File: src/rtl/flash_seq_pkg.sv
package flash_seq_pkg;

  localparam int LANE_W = 16;
  localparam int LANES  = 2;
  localparam int DATA_W = LANE_W * LANES;

  localparam logic [7:0] CODE_ARRAY   = 8'hFF;
  localparam logic [7:0] CODE_STATUS  = 8'h70;
  localparam logic [7:0] CODE_ERASE   = 8'h20;
  localparam logic [7:0] CODE_CONFIRM = 8'hD0;
  localparam logic [7:0] CODE_PROG    = 8'h40;

  // Replicate an 8-bit pattern into the low byte of every lane.
  function automatic logic [DATA_W-1:0] laneDup(input logic [7:0] code);
    logic [DATA_W-1:0] r;
    r = '0;
    for (int i = 0; i < LANES; i++) r[i*LANE_W +: 8] = code;
    return r;
  endfunction

  localparam logic [DATA_W-1:0] MASK_READY    = laneDup(8'h80);
  localparam logic [DATA_W-1:0] MASK_ERASEERR = laneDup(8'h20);
  localparam logic [DATA_W-1:0] MASK_PROGERR  = laneDup(8'h10);

  typedef enum logic [1:0] {W_SETUP, W_SECOND, W_STATUS, W_ARRAY} wsel_e;

  typedef struct packed {
    logic  latch;
    logic  wr;
    wsel_e wsel;
    logic  rd;
    logic  capStat;
    logic  capVer;
    logic  cntInc;
    logic  markTimeout;
    logic  markMisalign;
  } dp_strobe_t;

endpackage

File: src/rtl/flash_seq_ctrl.sv
module flash_seq_ctrl
  import flash_seq_pkg::*;
(
  input  logic       clk,
  input  logic       rstN,
  input  logic       reqValid,
  input  logic       reqMisaligned,
  input  logic       opErase,
  input  logic       tmoFlag,
  input  logic       statReady,
  input  logic       limitHit,
  input  logic       fRvalid,
  output logic       reqReady,
  output logic       doneValid,
  output dp_strobe_t st
);

  typedef enum logic [3:0] {
    S_IDLE, S_SETUP, S_SECOND, S_POLLW, S_POLLR, S_STWAIT,
    S_ARRAY, S_VRD, S_VWAIT, S_REPORT
  } state_e;

  state_e state, nxt;

  always_ff @(posedge clk) begin
    if (!rstN) state <= S_IDLE;
    else       state <= nxt;
  end

  always_comb begin
    nxt       = state;
    st        = '0;
    st.wsel   = W_SETUP;
    reqReady  = 1'b0;
    doneValid = 1'b0;
    case (state)
      S_IDLE: begin
        reqReady = 1'b1;
        if (reqValid) begin
          st.latch = 1'b1;
          if (reqMisaligned) begin
            st.markMisalign = 1'b1;
            nxt = S_REPORT;
          end else begin
            nxt = S_SETUP;
          end
        end
      end
      S_SETUP: begin
        st.wr   = 1'b1;
        st.wsel = W_SETUP;
        nxt     = S_SECOND;
      end
      S_SECOND: begin
        st.wr   = 1'b1;
        st.wsel = W_SECOND;
        nxt     = S_POLLW;
      end
      S_POLLW: begin
        st.wr   = 1'b1;
        st.wsel = W_STATUS;
        nxt     = S_POLLR;
      end
      S_POLLR: begin
        st.rd = 1'b1;
        nxt   = S_STWAIT;
      end
      S_STWAIT: begin
        if (fRvalid) begin
          st.capStat = 1'b1;
          if (statReady) begin
            nxt = S_ARRAY;
          end else if (limitHit) begin
            st.markTimeout = 1'b1;
            nxt = S_ARRAY;
          end else begin
            st.cntInc = 1'b1;
            nxt = S_POLLW;
          end
        end
      end
      S_ARRAY: begin
        st.wr   = 1'b1;
        st.wsel = W_ARRAY;
        nxt     = (!opErase && !tmoFlag) ? S_VRD : S_REPORT;
      end
      S_VRD: begin
        st.rd = 1'b1;
        nxt   = S_VWAIT;
      end
      S_VWAIT: begin
        if (fRvalid) begin
          st.capVer = 1'b1;
          nxt = S_REPORT;
        end
      end
      S_REPORT: begin
        doneValid = 1'b1;
        nxt = S_IDLE;
      end
      default: nxt = S_IDLE;
    endcase
  end

endmodule

File: src/rtl/flash_seq_dp.sv
module flash_seq_dp
  import flash_seq_pkg::*;
#(
  parameter int ADDR_W = 24,
  parameter int CNT_W  = 16
) (
  input  logic              clk,
  input  logic              rstN,
  input  dp_strobe_t        st,
  input  logic              reqErase,
  input  logic [ADDR_W-1:0] reqAddr,
  input  logic [DATA_W-1:0] reqData,
  input  logic [CNT_W-1:0]  pollLimit,
  input  logic [DATA_W-1:0] fRdata,
  output logic              reqMisaligned,
  output logic              opErase,
  output logic              tmoFlag,
  output logic              statReady,
  output logic              limitHit,
  output logic              donePass,
  output logic              doneTimeout,
  output logic [ADDR_W-1:0] fAddr,
  output logic [DATA_W-1:0] fWdata,
  output logic              fWr,
  output logic              fRd
);

  localparam int WORD_LSB = $clog2(DATA_W / 8);

  logic [ADDR_W-1:0] opAddr;
  logic [DATA_W-1:0] opData;
  logic [CNT_W-1:0]  pollCnt;
  logic [CNT_W:0]    nextCnt;
  logic              errFlag, misFlag, cmpFlag;

  assign reqMisaligned = !reqErase && (|reqAddr[WORD_LSB-1:0]);
  assign statReady     = (fRdata & MASK_READY) == MASK_READY;
  assign nextCnt       = {1'b0, pollCnt} + (CNT_W+1)'(1);
  assign limitHit      = nextCnt >= {1'b0, pollLimit};

  always_ff @(posedge clk) begin
    if (!rstN) begin
      opAddr  <= '0;
      opData  <= '0;
      opErase <= 1'b0;
      pollCnt <= '0;
      errFlag <= 1'b0;
      misFlag <= 1'b0;
      cmpFlag <= 1'b0;
      tmoFlag <= 1'b0;
    end else begin
      if (st.latch) begin
        opAddr  <= reqAddr;
        opData  <= reqData;
        opErase <= reqErase;
        pollCnt <= '0;
        errFlag <= 1'b0;
        misFlag <= 1'b0;
        cmpFlag <= 1'b0;
        tmoFlag <= 1'b0;
      end
      if (st.markMisalign) misFlag <= 1'b1;
      if (st.cntInc)       pollCnt <= pollCnt + 1'b1;
      if (st.markTimeout)  tmoFlag <= 1'b1;
      if (st.capStat)
        errFlag <= |(fRdata & (opErase ? MASK_ERASEERR : MASK_PROGERR));
      if (st.capVer)
        cmpFlag <= fRdata != opData;
    end
  end

  always_comb begin
    case (st.wsel)
      W_SETUP:  fWdata = laneDup(opErase ? CODE_ERASE : CODE_PROG);
      W_SECOND: fWdata = opErase ? laneDup(CODE_CONFIRM) : opData;
      W_STATUS: fWdata = laneDup(CODE_STATUS);
      default:  fWdata = laneDup(CODE_ARRAY);
    endcase
  end

  assign fAddr       = opAddr;
  assign fWr         = st.wr;
  assign fRd         = st.rd;
  assign donePass    = !(errFlag || misFlag || cmpFlag || tmoFlag);
  assign doneTimeout = tmoFlag;

endmodule

File: src/rtl/flash_cmd_seq.sv
module flash_cmd_seq
  import flash_seq_pkg::*;
#(
  parameter int ADDR_W = 24,
  parameter int CNT_W  = 16
) (
  input  logic              clk,
  input  logic              rstN,
  input  logic              reqValid,
  output logic              reqReady,
  input  logic              reqErase,
  input  logic [ADDR_W-1:0] reqAddr,
  input  logic [DATA_W-1:0] reqData,
  input  logic [CNT_W-1:0]  pollLimit,
  output logic              doneValid,
  output logic              donePass,
  output logic              doneTimeout,
  output logic [ADDR_W-1:0] fAddr,
  output logic [DATA_W-1:0] fWdata,
  input  logic [DATA_W-1:0] fRdata,
  output logic              fWr,
  output logic              fRd,
  input  logic              fRvalid
);

  dp_strobe_t st;
  logic reqMisaligned, opErase, tmoFlag, statReady, limitHit;

  flash_seq_ctrl u_ctrl (
    .clk           (clk),
    .rstN          (rstN),
    .reqValid      (reqValid),
    .reqMisaligned (reqMisaligned),
    .opErase       (opErase),
    .tmoFlag       (tmoFlag),
    .statReady     (statReady),
    .limitHit      (limitHit),
    .fRvalid       (fRvalid),
    .reqReady      (reqReady),
    .doneValid     (doneValid),
    .st            (st)
  );

  flash_seq_dp #(.ADDR_W(ADDR_W), .CNT_W(CNT_W)) u_dp (
    .clk           (clk),
    .rstN          (rstN),
    .st            (st),
    .reqErase      (reqErase),
    .reqAddr       (reqAddr),
    .reqData       (reqData),
    .pollLimit     (pollLimit),
    .fRdata        (fRdata),
    .reqMisaligned (reqMisaligned),
    .opErase       (opErase),
    .tmoFlag       (tmoFlag),
    .statReady     (statReady),
    .limitHit      (limitHit),
    .donePass      (donePass),
    .doneTimeout   (doneTimeout),
    .fAddr         (fAddr),
    .fWdata        (fWdata),
    .fWr           (fWr),
    .fRd           (fRd)
  );

endmodule

File: config.mk
export PLATFORM = sky130hd
export DESIGN_NAME = flash_cmd_seq
export DESIGN_NICKNAME = d
export VERILOG_FILES = /design/src/rtl/flash_seq_pkg.sv /design/src/rtl/flash_seq_ctrl.sv /design/src/rtl/flash_seq_dp.sv /design/src/rtl/flash_cmd_seq.sv
export SDC_FILE = /design/constraint.sdc
export NUM_CORES = 1
export LEC_CHECK = 0
export BUFFER_PORTS_ARGS = -buffer_cell sky130_fd_sc_hd__buf_2
export CORE_UTILIZATION = 45
export CTS_CLUSTER_DIAMETER = 120
export CTS_CLUSTER_SIZE = 10
export DETAILED_ROUTE_END_ITERATION = 12
export GPL_TIMING_DRIVEN = 1
export PLACE_DENSITY = 0.82
export SYNTH_ARGS = -nofsm -noshare
export SYNTH_HDL_FRONTEND = slang
export SYNTH_SLANG_ARGS = --single-unit
File: constraint.sdc
create_clock -name clk -period 2.9 [get_ports clk]
set_clock_uncertainty 0.2 [all_clocks]
set_input_delay 0.29 -clock clk [delete_from_list [all_inputs] [get_ports clk]]
set_output_delay 0.29 -clock clk [all_outputs]
set_load 0.01 [all_outputs]
==> out/metrics.yaml, run 1 <==
synthesis:
  postSynthNetCount: 720
  synth_cell_types: 52
  syn_area_per_cell_um2: 7.644
  syn-cell-area_mm2: 0.004541
  synth_top_family_by_area: "simple AND/OR/NAND/NOR gates"
  synth_compound_area_share_pct: 19.01
  syn_inst: 594
  synth_edf_count: 0
  yosys.area_share.simple_pct: 26.12
  synth_fa_ha_area_share_pct: 4.684
  synth_xor_area_share_pct: 8.680
  synth-seq-cells: 81
  synth_flop_cell: "dfxtp_1"
  synthMuxAreaShare_pct: 0
  ys_warn_count: 0
  seq_area_frac_synth_pct: 35.71
  async_flop_share_pct: 0
hold_path:
  whs_endpoint: "u_dp.opData[20]$_SDFFE_PN0P_"
  worstHoldPathType: "input pin to flip-flop"
  worstHoldPathCells: 3
  worstHoldStart: "reqData[20]"
sta:
  finalHoldViolations: 0
  fin_crit_sh_pct: 107.0
  setup_tns_ns: -2.909
  slew_headroom_pct: 46.53
  setup_violations: 19
  tightest_slew_ns: 0.8009
  fmax_mhz: 322.4
  setup_ws_ns: -0.2017
  period_minus_slack_ns: 3.102
  slew_violations: 0
  worst_hold_slack_ns: 0.009903
  rsz0062_at_grt: "true"
clock_tree:
  clk_pin_slew_ns: 0.09
  cts_buffer_depth: 2
  clk_latency_ns: 0.36
  cts-htree-levels: 3
  numCtsBuffers: 9
  cts_tree: "yes"
  clock_sinks: 81
  clockRootBuffer: "clkbuf_8"
layout:
  antenna_cells: 0
  layout.cells.non_filler: 977
  final_net_count: 965
  drive_gt1_share_pct: 32.70
  mostFrequentLayoutCells: "buf_2, nand2_1, a21oi_1, dfxtp_1, dlygate4sd3_1"
  final_common_cell: "buf_2"
  design_area_mm2: 0.006773
  area_delta_synth_final_pct: 49.16
  utilization_pct: 69.29
drt:
  drtPass1Iterations: 5
  met2_length_mm: 8.019
  initialDrtViolationCount: 265
  via_per_inst: 5.504
  met3_length_mm: 1.192
  ant_nets: 0
  via_count: 5377
  post-route-drc-count: 0
  wl_per_cell_um: 16.42
  drt_wl_total_mm: 16.04
  drt-met1-wl_mm: 6.079
  dr.max_layer_used: "met4"
status:
  outcome: "finished with violations"
  violations: "setup timing"
critical_path:
  r2r_cells: 13
  r2r-start: "u_dp.pollCnt[0]$_SDFFE_PN0P_"
  path_class: "flip-flop to flip-flop"
  cp-start-kind: "flip-flop"
  critPathBufInv: 1
  cpPeakStageDelay_ns: 0.38
  cp.required_ns: 2.92
  arrival_ns: 3.12
  path_max_fanout: 7
  timing.rr.end: "u_dp.pollCnt[0]$_SDFFE_PN0P_"
  rrSetupSlack_ns: -0.20
  path_cells: "ha_4 -> and3_4 -> and4_4 -> nand2_4 -> xnor2_4 -> ha_4 -> a21o_1 -> a21o_1 -> a221oi_4 -> o311ai_4 -> buf_6 -> o2111ai_4 -> o31ai_2"
  cpLargestDelayFamily: "compound AO/OA/AOI/OAI gates"
  cp_slowest_cell: "dfxtp_4"
  worstSetupEndpointType: "flip-flop"
place:
  pre_cts_ws_ns: -0.2506
  gp_congestion: 0.8708
  detailed_place_hpwl_mm: 10.29
  placed_area_mm2: 0.005752
  dp.cells: 898
  port_buffers: 170
power:
  p_int_mw: 1.823
  p_sw_mw: 0.8645
  p_total_mw: 2.687
  power.density_mw_per_mm2: 396.8
  vdd_drop_max_mv: 0.3929
  combPwrFrac_pct: 22.7
  p_leak_nw: 3.149
  pwr-share-seq_pct: 46.9
  p_sw_share_pct: 32.17
  clkPwrFrac_pct: 30.5
die:
  die_area_mm2: 0.01050
  coreArea_mm2: 0.009774
  start_util_pct: 46.45
  die_x_um: 102.5
  num_rows: 36
  pin_count: 171
  die_h_um: 102.5
grt:
  grt_pass1_vias: 5295
  grt_first_pass_wirelength_mm: 24.38
  grt_antenna_before_repair: 0
  grt_max_degree: 44
  overflow: 0
  grtUsageTotal_pct: 30.16
job:
  maxCapViolCount: 0
[worst reg2reg max path: cells and delay by family, from the launching register on]
| kind | cells | cell delay [ns] |
|---|---|---|
| compound gates | 6 | 1.07 |
| xor+xnor | 1 | 0.20 |
| fa+ha+maj | 2 | 0.36 |
| buf+inv | 1 | 0.18 |
| flops | 1 | 0.38 |
| simple gates | 3 | 0.57 |
[area by class of cell]
type | instances | area [µm²]
Timing Repair Buffer | 274 | 1812
Fill cell | 733 | 3002
Inverter | 18 | 67.56
Tap cell | 133 | 166.4
Clock buffer | 11 | 151.4
Sequential cell | 81 | 1628
Clock inverter | 5 | 37.54
Multi-Input combinational cell | 455 | 2910
[metal layers]
| layer | vias up | track usage, % |
|---|---|---|
| li1 | 2536 | - |
| met1 | 2487 | 33.80 |
| met2 | 285 | 52.00 |
| met3 | 69 | 7.387 |
| met4 | 0 | 17.36 |
| met5 | - | 0 |
[repair_timing]
action	CTS	global route
buffers inserted	4	4
endpoints found under the hold margin	56	0
gates resized for setup	18	17
endpoints found under the setup margin	19	19
pin swaps	19	17
hold buffers	56	0
[cell families after synthesis]
| family | Yosys count |
|---|---|
| flops | 81 |
| fa+ha+maj | 17 |
| compound gates | 141 |
| simple gates | 252 |
| buf+inv | 58 |
| xor+xnor | 45 |
[cells in the mapped netlist (5+ instances only)]
cell type | number | area [µm²]
o211ai_1 | 13 | 97.59
dfxtp_1 | 81 | 1622
clkbuf_1 | 29 | 108.9
o21ai_0 | 11 | 55.05
xnor2_1 | 37 | 324.1
nand2_1 | 133 | 499.2
inv_1 | 18 | 67.56
a21oi_1 | 83 | 415.4
nand4_1 | 14 | 87.58
ha_1 | 17 | 212.7
xor2_1 | 8 | 70.07
a21o_1 | 10 | 75.07
buf_2 | 5 | 25.02
nand3_1 | 20 | 100.1
nor2_1 | 23 | 86.33
and2_1 | 17 | 106.4
nor4_1 | 7 | 43.79
nor3_1 | 12 | 60.06
[worst max-delay path by stage]
stage | startpoint | to | slack, ns | cells after the start
finish | u_dp.pollCnt[0]$_SDFFE_PN0P_ | u_dp.pollCnt[0]$_SDFFE_PN0P_ | -0.20 | 13
global route | u_dp.pollCnt[0]$_SDFFE_PN0P_ | u_dp.pollCnt[3]$_SDFFE_PN0P_ | -0.32 | 13
CTS | u_dp.pollCnt[1]$_SDFFE_PN0P_ | u_dp.pollCnt[0]$_SDFFE_PN0P_ | -0.15 | 13
detailed placement | u_dp.pollCnt[1]$_SDFFE_PN0P_ | u_dp.pollCnt[2]$_SDFFE_PN0P_ | -0.25 | 13
global placement | u_dp.pollCnt[0]$_SDFFE_PN0P_ | u_dp.pollCnt[15]$_SDFFE_PN0P_ | -0.12 | 13
floorplan | u_dp.pollCnt[0]$_SDFFE_PN0P_ | u_dp.pollCnt[0]$_SDFFE_PN0P_ | -0.08 | 14
[power groups by stage]
stage / clock network (mW) / registers (mW) / logic, mW
2_1_floorplan: 0 / 1.27 / 0.315
3_3_place_gp: 0 / 1.27 / 0.509
3_5_place_dp: 0 / 1.28 / 0.520
4_1_cts: 0.820 / 1.25 / 0.587
5_1_grt: 0.878 / 1.27 / 0.662
6_report: 0.819 / 1.26 / 0.609
[flip-flops by register name, indices dropped and copies added (netlist names)]
signal,cells
u_dp.errFlag,1
u_dp.opErase,1
u_dp.pollCnt,16
u_dp.misFlag,1
u_ctrl.state,4
u_dp.opData,32
u_dp.doneTimeout,1
u_dp.fAddr,24
u_dp.cmpFlag,1
Note: power is estimated with default switching activity, not from simulation.
==> run 2: changes to the inputs <==
- RECOVER_POWER: not set -> 50
==> out/metrics.yaml, run 2 (synthesis gave the netlist of run 1 again) <==
sta:
  tightest_slew_ns: 0.9188
  fmax_mhz: 322.3
  slew_violations: 0
  setup_violations: 19
  finalHoldViolations: 0
  worst_hold_slack_ns: 0.006398
  slew_headroom_pct: 38.74
  fin_crit_sh_pct: 107.0
  setup_tns_ns: -2.912
  period_minus_slack_ns: 3.103
  rsz0062_at_grt: "true"
  setup_ws_ns: -0.2027
clock_tree:
  clk_pin_slew_ns: 0.09
  clock_sinks: 81
  clockRootBuffer: "clkbuf_8"
  numCtsBuffers: 9
  cts-htree-levels: 3
  cts_tree: "yes"
  cts_buffer_depth: 2
  clk_latency_ns: 0.37
grt:
  grt_first_pass_wirelength_mm: 24.38
  overflow: 0
  grt_max_degree: 44
  grt_antenna_before_repair: 0
  grt_pass1_vias: 5295
  grtUsageTotal_pct: 30.16
drt:
  dr.max_layer_used: "met4"
  drt_wl_total_mm: 16.07
  drtPass1Iterations: 5
  initialDrtViolationCount: 279
  via_per_inst: 5.486
  post-route-drc-count: 0
  met3_length_mm: 1.206
  ant_nets: 0
  via_count: 5360
  wl_per_cell_um: 16.45
  drt-met1-wl_mm: 6.096
  met2_length_mm: 8.103
place:
  gp_congestion: 0.8708
  detailed_place_hpwl_mm: 10.29
  pre_cts_ws_ns: -0.2506
  port_buffers: 170
critical_path:
  cp.required_ns: 2.92
  cp-start-kind: "flip-flop"
  cp_slowest_cell: "dfxtp_4"
  path_max_fanout: 7
  path_class: "flip-flop to flip-flop"
  path_cells: "ha_4 -> and3_4 -> and4_4 -> nand2_4 -> xnor2_4 -> ha_4 -> a21o_1 -> a21o_1 -> a221oi_4 -> o311ai_4 -> buf_6 -> o2111ai_4 -> o31ai_2"
  critPathBufInv: 1
  cpLargestDelayFamily: "compound AO/OA/AOI/OAI gates"
  worstSetupEndpointType: "flip-flop"
  cpPeakStageDelay_ns: 0.38
  arrival_ns: 3.13
layout:
  final_common_cell: "buf_2"
  regMostFlops: "u_dp.opData"
  final_net_count: 965
  mostFrequentLayoutCells: "buf_2, nand2_1, a21oi_1, dfxtp_1, dlygate4sd3_1"
  largest_reg_flops: 32
  area_delta_synth_final_pct: 48.00
  final.fill_count: 757
  utilization_pct: 68.75
  drive_gt1_share_pct: 28.79
  antenna_cells: 0
status:
  outcome: "finished with violations"
  violations: "setup timing"
hold_path:
  worstHoldPathType: "input pin to flip-flop"
power:
  p_total_mw: 2.678
  vdd_drop_max_mv: 0.3910
  p_leak_nw: 3.018
  power.density_mw_per_mm2: 398.5
die:
  pin_count: 171
  coreArea_mm2: 0.009774
  start_util_pct: 46.45
  die_x_um: 102.5
  die_area_mm2: 0.01050
  die_h_um: 102.5
  num_rows: 36
job:
  maxCapViolCount: 0
run 2: cell count changes in the layout (fill, tap and decap cells not counted), sizes merged:
cell	previous run	this run
buf	218	185
clkbuf	11	44
run 2: worst paths after layout:
kind / from / to / slack, ns / cells after the start
worst max-delay path: u_dp.pollCnt[0]$_SDFFE_PN0P_ / u_dp.pollCnt[0]$_SDFFE_PN0P_ / -0.20 / 13
worst min register to register: u_dp.fAddr[1]$_SDFFE_PN0P_ / u_dp.fAddr[1]$_SDFFE_PN0P_ / 0.26 / 2
worst max register to register: u_dp.pollCnt[0]$_SDFFE_PN0P_ / u_dp.pollCnt[0]$_SDFFE_PN0P_ / -0.20 / 13
worst min-delay path: reqData[20] / u_dp.opData[20]$_SDFFE_PN0P_ / 0.006 / 3
run 2: stage by stage:
step / cells / area, µm²
after floorplan: 594 / 4584
after global placement: 898 / 5752
after detailed placement: 898 / 5752
after CTS: 974 / 6646
after global routing: 977 / 6720
final: 977 / 6720
run 2: timing repair:
action | in CTS | in global routing
gates resized for setup | 18 | 17
endpoints found under the hold margin | 56 | 0
hold buffers | 56 | 0
buffers inserted | 4 | 4
endpoints found under the setup margin | 19 | 19
pin swaps | 19 | 17
run 2: metal layers:
| metal | global-route usage (%) | up-vias |
|---|---|---|
| met4 | 17.36 | 0 |
| met5 | 0 | - |
| met2 | 52.00 | 290 |
| met1 | 33.80 | 2475 |
| li1 | - | 2538 |
| met3 | 7.387 | 57 |
run 2: area by class of cell:
cell class | count | area, µm² | area share [%]
inverter | 18 | 67.56 | 1.005
tap | 133 | 166.4 | 2.476
sequential | 81 | 1628 | 24.22
clock buffer | 11 | 151.4 | 2.253
multi-input combinational | 455 | 2909 | 43.29
clock inverter | 5 | 37.54 | 0.5586
timing repair buffer | 274 | 1760 | 26.20
run 2: where the power goes:
group          total [mW]  internal (mW)  switching [mW]
Clock               0.823          0.362           0.462
Sequential           1.26           1.18          0.0758
Combinational       0.595          0.262           0.333
run 2: worst reg2reg max path, delay by kind of cell (launching register included):
family | cells | cell delay [ns]
flops | 1 | 0.38
buf+inv | 1 | 0.18
fa+ha+maj | 2 | 0.36
simple gates | 3 | 0.57
compound gates | 6 | 1.07
xor+xnor | 1 | 0.21
